$ cat config.mk
export PLATFORM = sky130hd
export DESIGN_NAME = selfprog_flash_ctrl
export DESIGN_NICKNAME = d
export VERILOG_FILES = /design/src/rtl/sfc_pkg.sv /design/src/rtl/sfc_cmd_unit.sv /design/src/rtl/sfc_page_buf.sv /design/src/rtl/sfc_flash_array.sv /design/src/rtl/selfprog_flash_ctrl.sv
export SDC_FILE = /design/constraint.sdc
export NUM_CORES = 2
export LEC_CHECK = 0
export CORE_AREA = 2 2 302 304
export DETAILED_ROUTE_END_ITERATION = 12
export DIE_AREA = 0 0 304 306
export PLACE_DENSITY = 0.81
export SLEW_MARGIN = 40
export SYNTH_ARGS = -nofsm -noshare
export SYNTH_HDL_FRONTEND = slang
export SYNTH_HIERARCHICAL = 1
export SYNTH_SLANG_ARGS = --single-unit
$ cat constraint.sdc
create_clock -name clk_i -period 6 [get_ports clk_i]
set_input_delay 1.2 -clock clk_i [delete_from_list [all_inputs] [get_ports clk_i]]
set_output_delay 1.2 -clock clk_i [all_outputs]
set_load 0.02 [all_outputs]
$ cat src/rtl/sfc_pkg.sv
package sfc_pkg;
  localparam int BIT_EN    = 0;
  localparam int BIT_ERASE = 1;
  localparam int BIT_WRITE = 2;
  localparam int BIT_LOCK  = 3;
  localparam int BIT_RWWEN = 4;
  localparam int BIT_SIG   = 5;
  localparam int BIT_RWWSB = 6;
  localparam int BIT_IE    = 7;

  typedef enum logic [2:0] {
    OP_NONE, OP_FILL, OP_ERASE, OP_WRITE, OP_RWWEN, OP_LOCK, OP_SIG
  } op_e;

  function automatic op_e decode_cmd(input logic [7:0] v);
    if (!v[BIT_EN]) return OP_NONE;
    case (v[5:1])
      5'b00000: return OP_FILL;
      5'b00001: return OP_ERASE;
      5'b00010: return OP_WRITE;
      5'b00100: return OP_LOCK;
      5'b01000: return OP_RWWEN;
      5'b10000: return OP_SIG;
      default:  return OP_NONE;
    endcase
  endfunction

  function automatic logic [4:0] op_bits(input op_e op);
    case (op)
      OP_ERASE: return 5'b00001;
      OP_WRITE: return 5'b00010;
      OP_LOCK:  return 5'b00100;
      OP_RWWEN: return 5'b01000;
      OP_SIG:   return 5'b10000;
      default:  return 5'b00000;
    endcase
  endfunction
endpackage

$ cat src/rtl/sfc_cmd_unit.sv
module sfc_cmd_unit import sfc_pkg::*; #(
  parameter int ARM_CYCLES   = 4,
  parameter int ERASE_CYCLES = 6,
  parameter int WRITE_CYCLES = 10
) (
  input  logic       clk_i,
  input  logic       rst_ni,
  input  logic       ctrl_we_i,
  input  logic [7:0] ctrl_wdata_i,
  input  logic       store_i,
  input  logic       load_i,
  output op_e        st_op_o,
  output op_e        ld_op_o,
  output logic       commit_erase_o,
  output logic       commit_write_o,
  output logic       rwwsb_o,
  output logic [7:0] ctrl_rdata_o,
  output logic       irq_o
);
  localparam int WIN_W    = $clog2(ARM_CYCLES + 1);
  localparam int BUSY_MAX = (ERASE_CYCLES > WRITE_CYCLES) ? ERASE_CYCLES : WRITE_CYCLES;
  localparam int BUSY_W   = $clog2(BUSY_MAX + 1);

  op_e               cmd_q;
  logic [WIN_W-1:0]  win_q;
  logic [BUSY_W-1:0] busy_q;
  logic              kind_wr_q, ie_q, rwwsb_q;
  logic              armed, busy, en;
  logic [4:0]        shown;
  op_e               new_cmd;
  logic              unused_w;

  assign unused_w = ctrl_wdata_i[BIT_RWWSB];
  assign armed    = (win_q != '0);
  assign busy     = (busy_q != '0);
  assign new_cmd  = decode_cmd(ctrl_wdata_i);
  assign st_op_o  = (armed && store_i) ? cmd_q : OP_NONE;
  assign ld_op_o  = (armed && load_i)  ? cmd_q : OP_NONE;
  assign commit_erase_o = (busy_q == BUSY_W'(1)) && !kind_wr_q;
  assign commit_write_o = (busy_q == BUSY_W'(1)) && kind_wr_q;

  // arming window
  always_ff @(posedge clk_i or negedge rst_ni) begin
    if (!rst_ni) begin
      cmd_q <= OP_NONE;
      win_q <= '0;
      ie_q  <= 1'b0;
    end else if (ctrl_we_i) begin
      ie_q <= ctrl_wdata_i[BIT_IE];
      if (!busy) begin
        cmd_q <= new_cmd;
        win_q <= (new_cmd == OP_NONE) ? '0 : WIN_W'(ARM_CYCLES);
      end
    end else if (armed) begin
      if (store_i || load_i) begin
        win_q <= '0;
        cmd_q <= OP_NONE;
      end else begin
        win_q <= win_q - WIN_W'(1);
        if (win_q == WIN_W'(1)) cmd_q <= OP_NONE;
      end
    end
  end

  // long-operation timer and section busy
  always_ff @(posedge clk_i or negedge rst_ni) begin
    if (!rst_ni) begin
      busy_q    <= '0;
      kind_wr_q <= 1'b0;
      rwwsb_q   <= 1'b0;
    end else begin
      if (st_op_o == OP_ERASE) begin
        busy_q    <= BUSY_W'(ERASE_CYCLES);
        kind_wr_q <= 1'b0;
        rwwsb_q   <= 1'b1;
      end else if (st_op_o == OP_WRITE) begin
        busy_q    <= BUSY_W'(WRITE_CYCLES);
        kind_wr_q <= 1'b1;
        rwwsb_q   <= 1'b1;
      end else begin
        if (busy) busy_q <= busy_q - BUSY_W'(1);
        if (st_op_o == OP_RWWEN) rwwsb_q <= 1'b0;
      end
    end
  end

  assign en    = armed || busy;
  assign shown = busy  ? op_bits(kind_wr_q ? OP_WRITE : OP_ERASE)
               : armed ? op_bits(cmd_q) : 5'b00000;
  assign ctrl_rdata_o = {ie_q, rwwsb_q, shown, en};
  assign rwwsb_o      = rwwsb_q;
  assign irq_o        = ie_q && !en;
endmodule

$ cat src/rtl/sfc_page_buf.sv
module sfc_page_buf #(
  parameter int PAGE_WORDS = 8,
  parameter int DATA_W     = 16,
  localparam int OFF_W     = $clog2(PAGE_WORDS)
) (
  input  logic                               clk_i,
  input  logic                               rst_ni,
  input  logic                               fill_i,
  input  logic [OFF_W-1:0]                   idx_i,
  input  logic [DATA_W-1:0]                  data_i,
  input  logic                               clear_i,
  output logic [PAGE_WORDS-1:0][DATA_W-1:0]  words_o
);
  for (genvar w = 0; w < PAGE_WORDS; w++) begin : g_word
    logic [DATA_W-1:0] word_q;
    always_ff @(posedge clk_i or negedge rst_ni) begin
      if (!rst_ni)                                   word_q <= '1;
      else if (clear_i)                              word_q <= '1;
      else if (fill_i && (idx_i == OFF_W'(w)))       word_q <= data_i;
    end
    assign words_o[w] = word_q;
  end
endmodule

$ cat src/rtl/sfc_flash_array.sv
module sfc_flash_array #(
  parameter int PAGE_WORDS = 8,
  parameter int NUM_PAGES  = 8,
  parameter int DATA_W     = 16,
  localparam int OFF_W     = $clog2(PAGE_WORDS),
  localparam int PG_W      = $clog2(NUM_PAGES)
) (
  input  logic                              clk_i,
  input  logic                              rst_ni,
  input  logic                              erase_i,
  input  logic                              write_i,
  input  logic [PG_W-1:0]                   page_i,
  input  logic [PAGE_WORDS-1:0][DATA_W-1:0] page_data_i,
  input  logic [PG_W-1:0]                   rd_page_i,
  input  logic [OFF_W-1:0]                  rd_off_i,
  output logic [DATA_W-1:0]                 rd_data_o
);
  logic [PAGE_WORDS-1:0][DATA_W-1:0] pages_w [NUM_PAGES];

  for (genvar p = 0; p < NUM_PAGES; p++) begin : g_page
    logic [PAGE_WORDS-1:0][DATA_W-1:0] page_q;
    logic sel;
    assign sel = (page_i == PG_W'(p));
    always_ff @(posedge clk_i or negedge rst_ni) begin
      if (!rst_ni)              page_q <= '1;
      else if (erase_i && sel)  page_q <= '1;
      else if (write_i && sel)  page_q <= page_data_i;
    end
    assign pages_w[p] = page_q;
  end

  assign rd_data_o = pages_w[rd_page_i][rd_off_i];
endmodule

$ cat src/rtl/selfprog_flash_ctrl.sv
module selfprog_flash_ctrl import sfc_pkg::*; #(
  parameter int          PAGE_WORDS   = 8,
  parameter int          NUM_PAGES    = 8,
  parameter int          ARM_CYCLES   = 4,
  parameter int          ERASE_CYCLES = 6,
  parameter int          WRITE_CYCLES = 10,
  parameter int          PSEL_W       = 8,
  parameter logic [7:0]  LOW_FUSE     = 8'h62,
  parameter logic [7:0]  HIGH_FUSE    = 8'hD9,
  parameter logic [7:0]  EXT_FUSE     = 8'hF7,
  parameter logic [23:0] SIG_ROW      = 24'hA15C3E
) (
  input  logic              clk_i,
  input  logic              rst_ni,
  input  logic              ctrl_we_i,
  input  logic [7:0]        ctrl_wdata_i,
  output logic [7:0]        ctrl_rdata_o,
  input  logic              page_sel_we_i,
  input  logic [PSEL_W-1:0] page_sel_i,
  input  logic              store_i,
  input  logic              load_i,
  input  logic [15:0]       z_i,
  input  logic [15:0]       data_i,
  output logic [7:0]        rdata_o,
  output logic              rdata_valid_o,
  output logic              irq_o
);
  localparam int OFF_W       = $clog2(PAGE_WORDS);
  localparam int PG_W        = $clog2(NUM_PAGES);
  localparam int WORD_AW     = OFF_W + PG_W;
  localparam int FULL_W      = 16 + PSEL_W;
  localparam int FLASH_BYTES = 2 * PAGE_WORDS * NUM_PAGES;

  op_e                              st_op, ld_op;
  logic                             commit_erase, commit_write, rwwsb;
  logic [PSEL_W-1:0]                psel_q;
  logic [FULL_W-1:0]                full_addr;
  logic                             in_range;
  logic [OFF_W-1:0]                 off;
  logic [PG_W-1:0]                  page;
  logic [PG_W-1:0]                  pend_page_q;
  logic                             pend_ok_q;
  logic [3:0]                       lock_q;
  logic [PAGE_WORDS-1:0][15:0]      buf_words;
  logic [15:0]                      flash_word;
  logic [7:0]                       rd_byte, rdata_d, rdata_q;
  logic                             valid_q;

  sfc_cmd_unit #(
    .ARM_CYCLES  (ARM_CYCLES),
    .ERASE_CYCLES(ERASE_CYCLES),
    .WRITE_CYCLES(WRITE_CYCLES)
  ) u_cmd (
    .clk_i, .rst_ni, .ctrl_we_i, .ctrl_wdata_i, .store_i, .load_i,
    .st_op_o       (st_op),
    .ld_op_o       (ld_op),
    .commit_erase_o(commit_erase),
    .commit_write_o(commit_write),
    .rwwsb_o       (rwwsb),
    .ctrl_rdata_o,
    .irq_o
  );

  // address extension
  always_ff @(posedge clk_i or negedge rst_ni) begin
    if (!rst_ni)            psel_q <= '0;
    else if (page_sel_we_i) psel_q <= page_sel_i;
  end

  assign full_addr = {psel_q, z_i};
  assign in_range  = (full_addr < FULL_W'(FLASH_BYTES));
  assign off       = full_addr[OFF_W:1];
  assign page      = full_addr[WORD_AW:OFF_W+1];

  // target of the running erase/write
  always_ff @(posedge clk_i or negedge rst_ni) begin
    if (!rst_ni) begin
      pend_page_q <= '0;
      pend_ok_q   <= 1'b0;
    end else if (st_op == OP_ERASE || st_op == OP_WRITE) begin
      pend_page_q <= page;
      pend_ok_q   <= in_range;
    end
  end

  sfc_page_buf #(.PAGE_WORDS(PAGE_WORDS), .DATA_W(16)) u_buf (
    .clk_i, .rst_ni,
    .fill_i (st_op == OP_FILL && in_range),
    .idx_i  (off),
    .data_i (data_i),
    .clear_i(commit_write),
    .words_o(buf_words)
  );

  sfc_flash_array #(.PAGE_WORDS(PAGE_WORDS), .NUM_PAGES(NUM_PAGES), .DATA_W(16)) u_array (
    .clk_i, .rst_ni,
    .erase_i    (commit_erase && pend_ok_q),
    .write_i    (commit_write && pend_ok_q),
    .page_i     (pend_page_q),
    .page_data_i(buf_words),
    .rd_page_i  (page),
    .rd_off_i   (off),
    .rd_data_o  (flash_word)
  );

  // boot lock bits: one-way programming
  always_ff @(posedge clk_i or negedge rst_ni) begin
    if (!rst_ni)                lock_q <= 4'hF;
    else if (st_op == OP_LOCK)  lock_q <= lock_q & data_i[5:2];
  end

  assign rd_byte = z_i[0] ? flash_word[15:8] : flash_word[7:0];

  always_comb begin
    case (ld_op)
      OP_LOCK: begin
        case (z_i[1:0])
          2'd0:    rdata_d = LOW_FUSE;
          2'd1:    rdata_d = {2'b11, lock_q, 2'b11};
          2'd2:    rdata_d = EXT_FUSE;
          default: rdata_d = HIGH_FUSE;
        endcase
      end
      OP_SIG: begin
        case (z_i[1:0])
          2'd0:    rdata_d = SIG_ROW[7:0];
          2'd1:    rdata_d = SIG_ROW[15:8];
          2'd2:    rdata_d = SIG_ROW[23:16];
          default: rdata_d = 8'hFF;
        endcase
      end
      default: rdata_d = (rwwsb || !in_range) ? 8'hFF : rd_byte;
    endcase
  end

  always_ff @(posedge clk_i or negedge rst_ni) begin
    if (!rst_ni) begin
      rdata_q <= '0;
      valid_q <= 1'b0;
    end else begin
      valid_q <= load_i;
      if (load_i) rdata_q <= rdata_d;
    end
  end

  assign rdata_o       = rdata_q;
  assign rdata_valid_o = valid_q;
endmodule

# After elaboration in Yosys (flattened, before gate mapping)
# Cells that the tools add are included.
[totals] regBits=1190 wordCells=270
[op_classes] add_sub_neg=2 magnitude_cmp=3 eq_ne=41 muxes=69 n_bitwise=2 n_reduce_logical=69
[ops] cell="128-bit 2-to-1 mux" count=18
[ops] cell="128-bit binary-select mux with 3-bit select" count=1
[ops] cell="16-bit 2-to-1 mux" count=17
[ops] cell="3-bit == test, second input constant" count=18
[ops] cell="5-bit one-hot mux with 5 select lines" count=2
[ops] cell="16-bit binary-select mux with 3-bit select" count=1
[ops] cell="8-bit one-hot mux with 3 select lines" count=2
[ops] cell="3-bit 2-to-1 mux" count=13
[ops] cell="2-bit nonzero test" count=18
[ops] cell="1-bit logical AND" count=32
[ops] cell="3-bit by 2-bit == test with 1-bit output, second input constant" count=10
[ops] cell="24-bit by 8-bit less-than comparator with 1-bit output, second input constant" count=1
[ops] cell="3-bit one-hot mux with 6 select lines" count=1
[ops] cell="8-bit 2-to-1 mux" count=2
[ops] cell="8-bit one-hot mux with 2 select lines" count=1
[ops] cell="3-bit by 1-bit == test with 1-bit output, second input constant" count=4
[ops] cell="4-bit 2-to-1 mux" count=3
[ops] cell="3-bit nonzero test" count=4
[ops] cell="5-bit 2-to-1 mux" count=2
[ops] cell="3-bit logical NOT" count=3
[ops] cell="1-bit 2-to-1 mux" count=6
[ops] cell="5-bit by 1-bit == test with 1-bit output, second input constant" count=1
[ops] cell="5-bit by 2-bit == test with 1-bit output, second input constant" count=1
[ops] cell="5-bit by 3-bit == test with 1-bit output, second input constant" count=1
[ops] cell="other kinds (19)" count=24

# Logic depth before layout (Yosys ltp)
[logic_depth] depth_word=9 mapped_depth=12 ltp_nobuf=8

# Cells and area by module
# Netlist, hierarchy kept.
[by_module_without_submodules] module="sfc_flash_array" n_inst=1 cells_per_inst=4115 area_per_inst_um2=45782.7 seq_area_each_um2=26905.8
[by_module_without_submodules] module="sfc_page_buf" n_inst=1 cells_per_inst=439 area_per_inst_um2=5475.3 seq_area_each_um2=3363.2
[by_module_without_submodules] module="selfprog_flash_ctrl" n_inst=1 cells_per_inst=119 area_per_inst_um2=1346.3 seq_area_each_um2=630.6
[by_module_without_submodules] module="sfc_cmd_unit" n_inst=1 cells_per_inst=109 area_per_inst_um2=948.4 seq_area_each_um2=325.3

# Worst setup path before layout
# No wires, ideal clock.
[synth_timing] path_type="input to register" from="in z_i[4]" to="reg rdata_q[7] (netlist: rdata_o[7])" setup_ps=130 t_arrival_ps=3213 required_time_ps=5870 path_slack_ps=2657 stages=9 n_path_buf=3 path_cell_list="buf_6 > buf_6 > buf_2 > mux4_2 > a221oi_1 > nor3_1 > mux2_2 > o41ai_1 > a21oi_1"
[synth_via] elab_chain_cells=9 elab_cells_between_ends=12 classes_between="order compare: 1; mux: 8; bitwise: 1; reduce/logical: 2"
[synth_rtl] element="start: declaration" line="selfprog_flash_ctrl.sv:22" source="input logic [15:0] z_i,"
[synth_rtl] element="3-bit NOT with 4-bit output (not written as such)" line="sfc_flash_array.sv:32" source="assign rd_data_o = pages_w[rd_page_i][rd_off_i];"
[synth_rtl] element="128-bit binary-select mux with 3-bit select" line="sfc_flash_array.sv:32"
[synth_rtl] element="128-bit 2-to-1 mux (not written as such) (2 in series)" line="sfc_flash_array.sv:32"
[synth_rtl] element="16-bit binary-select mux with 3-bit select" line="sfc_flash_array.sv:32"
[synth_rtl] element="16-bit 2-to-1 mux (not written as such)" line="sfc_flash_array.sv:32"
[synth_rtl] element="via flash_word[15]" line="selfprog_flash_ctrl.sv:45" source="logic [15:0] flash_word;"
[synth_rtl] element="8-bit 2-to-1 mux" line="selfprog_flash_ctrl.sv:112" source="assign rd_byte = z_i[0] ? flash_word[15:8] : flash_word[7:0];"
[synth_rtl] element="8-bit 2-to-1 mux" line="selfprog_flash_ctrl.sv:132" source="default: rdata_d = (rwwsb || !in_range) ? 8'hFF : rd_byte;"
[synth_rtl] element="8-bit one-hot mux with 2 select lines" line="selfprog_flash_ctrl.sv:115" source="case (ld_op)"
[synth_rtl] element="end signal: assignment" line="selfprog_flash_ctrl.sv:142" source="if (load_i) rdata_q <= rdata_d;"
[synth_rtl] element="end: declaration" line="selfprog_flash_ctrl.sv:46" source="logic [7:0] rd_byte, rdata_d, rdata_q;"
# The timed path passes the listed nets, and every way through them passes these cells. The select of a mux whose other input is x is not followed.
# A chain may end at the register's enable or synchronous reset.

# Worst setup path in the final report
[layout_timing] from="reg u_cmd.busy_q[0]" to="out ctrl_rdata_o[2]"
[layout_via] elab_chain_cells=2
[layout_rtl] element="start: declaration" line="sfc_cmd_unit.sv:26" source="logic [BUSY_W-1:0] busy_q;"
[layout_rtl] element="start signal: assignment" line="sfc_cmd_unit.sv:73" source="busy_q <= BUSY_W'(ERASE_CYCLES);"
[layout_rtl] element="start signal: assignment" line="sfc_cmd_unit.sv:77" source="busy_q <= BUSY_W'(WRITE_CYCLES);"
[layout_rtl] element="start signal: assignment" line="sfc_cmd_unit.sv:81" source="if (busy) busy_q <= busy_q - BUSY_W'(1);"
[layout_rtl] element="4-bit nonzero test" line="sfc_cmd_unit.sv:35" source="assign busy = (busy_q != '0);"
[layout_rtl] element="5-bit 2-to-1 mux" line="sfc_cmd_unit.sv:88" source="assign shown = busy ? op_bits(kind_wr_q ? OP_WRITE : OP_ERASE)"
[layout_rtl] element="end: declaration" line="selfprog_flash_ctrl.sv:17" source="output logic [7:0] ctrl_rdata_o,"
# Every way passes these cells.

==> flow_summary.yaml <==
logic_synthesis:
  netlist_area_mm2: 0.0536
  yosysSeqAreaShare_pct: 58.3
  syn_inst: 4782
  synth_compound_area_share_pct: 11.8
  synth-warning-count: 6
  async_reset_ff_share_pct: 100
  synth_flop_cell: "dfstp_2"
  synth_mux_area_share_pct: 15.1
  postSynthAreaPerCell_um2: 11.2
  synth_cell_types: 70
  synth_top_family_by_area: "multiplexers"
  yosys_register_bits: 1190
  synthesis.nets: 4848
  synth_xor_xnor_area_share_pct: 0.0818
  synth_edf_count: 0
  synthSimpleGateAreaFrac_pct: 11.1
  synth_fa_ha_area_share_pct: 0.280
detailed_routing:
  num_vias: 37285
  wl_per_cell_um: 22.7
  drc: 0
  drt-total-wl_um: 135000
  ant_nets: 0
  via_per_inst: 6.26
  drt-initial-drc-count: 3673
  first_pass_iters: 6
pwr:
  comb_power_share_pct: 15.0
  switching_share_pct: 26.2
  p_int_w: 0.0155
  clockPowerShare_pct: 35.7
  power_frac_seq_pct: 49.3
  switchingPower_w: 0.00548
  power.leakage_nw: 23.8
  peakVddDrop_v: 0.000268
  p_per_area_mw_per_mm2: 354
sta:
  skew_ps: 23.9
  fin_crit_sh_pct: 69.0
  setup_tns_ps: 0
  slew_viol_final: 0
  finalSetupViolCount: 0
  min_period_ps: 4140
  fmax_mhz: 242
  rsz0062_at_grt: "no"
  tightestPinTransition_ps: 945
  hold_viol: 0
  relSlewSlack_pct: 37.0
cts:
  clk_latency_ps: 700
  postCtsHoldBufs: 0
  cts_tree: "yes"
  cts_sinks: 1190
  h-tree-depth: 3
  clk_pin_slew_worst_paths_ps: 60
  clock-root-buffer: "clkbuf_16"
  post_cts_buffers: 0
  post_cts_resized: 0
  clock_path_buffers: 3
  cts_made_buffers: 116
die:
  start_util_pct: 59.8
  core_area_mm2: 0.0896
  die_h_um: 306
  dieArea_mm2: 0.0930
  io_pins: 72
  die_w_um: 304
  row_count: 110
global_route:
  grt_pass1_wl_um: 215000
  grt_pass1_vias: 38681
  grt.overflow.total: 0
  antenna_found_initial: 1
  grt_start_max_net_pins: 165
  grt_usage_pct: 29.2
  busiest_layer: "met2"
  grt_use_met3_pct: 5.07
  grt_use_met2_pct: 48.7
  grt.met1_usage_pct: 38.2
setup_path:
  crit_type: "register to output port"
  cp-end-kind: "output port"
  crit_fanout: 7
  worstSetupStartpointType: "register"
  crit_arrival_ps: 2940
  required_ps: 4800
placed_design:
  io_buffers: 70
  dp_cells: 5739
  place.gp.congestion: 0.839
  hpwl_um: 77100
  post_dp_cell_area_mm2: 0.0551
run:
  cap_violations: 0
layout:
  syn2layout_area_growth_pct: 10.5
  fin_area_mm2: 0.0592
  final_layout_size_suffix_gt1_share_pct: 36.8
  nets: 4750
  stdcell_count: 5953
status:
  status: "complete, no violations"
worst_hold_path:
  min_path_type: "register to register"
[final timing paths]
path / to / slack, ps / startpoint / cells past startpoint
worst max-delay path: ctrl_rdata_o[2] / 1860 / u_cmd/busy_q[0] / 6
worst min-delay path: lock_q[0] / 460 / lock_q[0] / 1
worst max register to register: u_array/g_page[0].page_q[0] / 2310 / u_cmd/busy_q[1] / 8
worst min register to register: lock_q[0] / 460 / lock_q[0] / 1
max in group asynchronous: u_array/g_page[3].page_q[28] / 3990 / rst_ni / 3
min in group asynchronous: u_array/g_page[0].page_q[107] / 910 / rst_ni / 1
[flip-flops by register name, summed over array words and instances (netlist names)]
name,cells
pend_page_q,3
u_cmd/rwwsb_o,1
u_cmd/kind_wr_q,1
u_array/g_page.page_q,1024
u_buf/g_word.word_q,128
rdata_valid_o,1
u_cmd/ie_q,1
u_cmd/busy_q,4
psel_q,8
u_cmd/cmd_q,3
pend_ok_q,1
lock_q,4
u_cmd/win_q,3
rdata_o,8
[final cells by class]
cell class	count	area, um^2
tap	1176	1470
timing repair buffer	153	1810
multi-input combinational	3211	20700
clock inverter	42	477
fill	6189	30400
antenna	1	2.50
sequential	1190	31200
inverter	12	45.0
clock buffer	168	3460
[power groups by stage]
stage	logic [W]	registers (W)	clock network, W
2_1_floorplan	0.00224	0.0102	0
3_3_place_gp	0.00291	0.0103	0
3_5_place_dp	0.00308	0.0104	0
4_1_cts	0.00312	0.0103	0.00758
5_1_grt	0.00346	0.0105	0.00789
6_report	0.00314	0.0103	0.00747
[metrics by stage]
step | util (%) | hold slack [ps] | power [W] | worst slack (ps)
after floorplan | - | 441 | 0.0125 | 2660
after global placement | 61.4 | 446 | 0.0132 | 1600
after detailed placement | 61.5 | 450 | 0.0135 | 1590
after CTS | 65.9 | 458 | 0.0210 | 1830
after global routing | 66.0 | 470 | 0.0218 | 1630
final | 66.0 | 456 | 0.0209 | 1860
[cell usage in the layout (no fill, tap or decap), types with 5 or more instances in the layout]
master           netlist  layout
clkbuf_16              0     121
nor2_4                 0       5
nor2_2                 0      14
o21ai_1               58      58
clkdlybuf4s50_1        0      64
nor3_1                21      21
nand2b_1               6       6
dfstp_2             1156    1156
o21ai_0              341     341
mux2i_1              227     227
clkbuf_1             243      21
bufinv_16              0       9
a221oi_1              10      10
o22ai_1               17      17
nor2b_1               14      14
nor2_1               934     915
o211ai_1              13      13
nand2_1              440     440
inv_1                 12      12
a211oi_1              12      12
and2_1                 7       6
clkbuf_8               0      26
mux4_2               229     229
and3_1                 8       8
nand3_1               18      18
o21a_1                 5       5
dfrtp_1               34      34
buf_4                 36      46
ha_1                  12      12
clkinv_2               0      26
mux2_2                58      58
a21oi_1              654     654
buf_12                 0      30
a22oi_1               45      45
[worst max-delay path, stage by stage (launching register included)]
cell             delay, ps
dfrtp_1                420
inv_1                  100
ha_1                   170
nor3b_2                500
nand2_1                150
o31ai_1                250
clkdlybuf4s50_1        660
[layer usage]
layer / up-vias / wire length [um] / share of wire, %
met5: - / 10 / 0.0074
met1: 18935 / 52300 / 39
li1: 16484 / - / -
met2: 1544 / 66100 / 49
met3: 320 / 11300 / 8.4
met4: 2 / 5340 / 4.0
[cells in the mapped netlist, types with 5 or more instances]
| cell | number | area share (%) |
|---|---|---|
| and2_1 | 7 | 0.082 |
| buf_2 | 54 | 0.50 |
| a21oi_1 | 654 | 6.1 |
| mux2i_1 | 227 | 4.2 |
| nor2b_1 | 14 | 0.16 |
| nor2_1 | 934 | 6.5 |
| nand2_1 | 440 | 3.1 |
| dfrtp_1 | 34 | 1.6 |
| o21a_1 | 5 | 0.070 |
| inv_1 | 12 | 0.084 |
| mux2_2 | 58 | 1.2 |
| buf_4 | 36 | 0.50 |
| a22oi_1 | 45 | 0.63 |
| buf_6 | 16 | 0.34 |
| nor3_1 | 21 | 0.20 |
| buf_1 | 19 | 0.13 |
| mux4_2 | 229 | 9.6 |
| o21ai_0 | 341 | 3.2 |
| a221oi_1 | 10 | 0.16 |
| or3_1 | 5 | 0.058 |
| nand3_1 | 18 | 0.17 |
| dfstp_2 | 1156 | 57 |
| o22ai_1 | 17 | 0.20 |
| ha_1 | 12 | 0.28 |
| o211ai_1 | 13 | 0.18 |
| a211oi_1 | 12 | 0.17 |
| clkbuf_1 | 243 | 1.7 |
| and3_1 | 8 | 0.093 |
| nand2b_1 | 6 | 0.070 |
| o21ai_1 | 58 | 0.54 |
[cells by family (layout without fill, tap and decap cells)]
kind of cell               after synthesis  after routing
xor gates and xnor gates                 5              5
adders and majority gates               12             12
DFF                                   1190           1190
other                                    0              1
and+or+nand+nor                       1489           1489
AOI/OAI and AO/OA                     1191           1191
buffers and inverters                  381            375
muxes                                  514            514
Power figures use the tool's default switching activity.
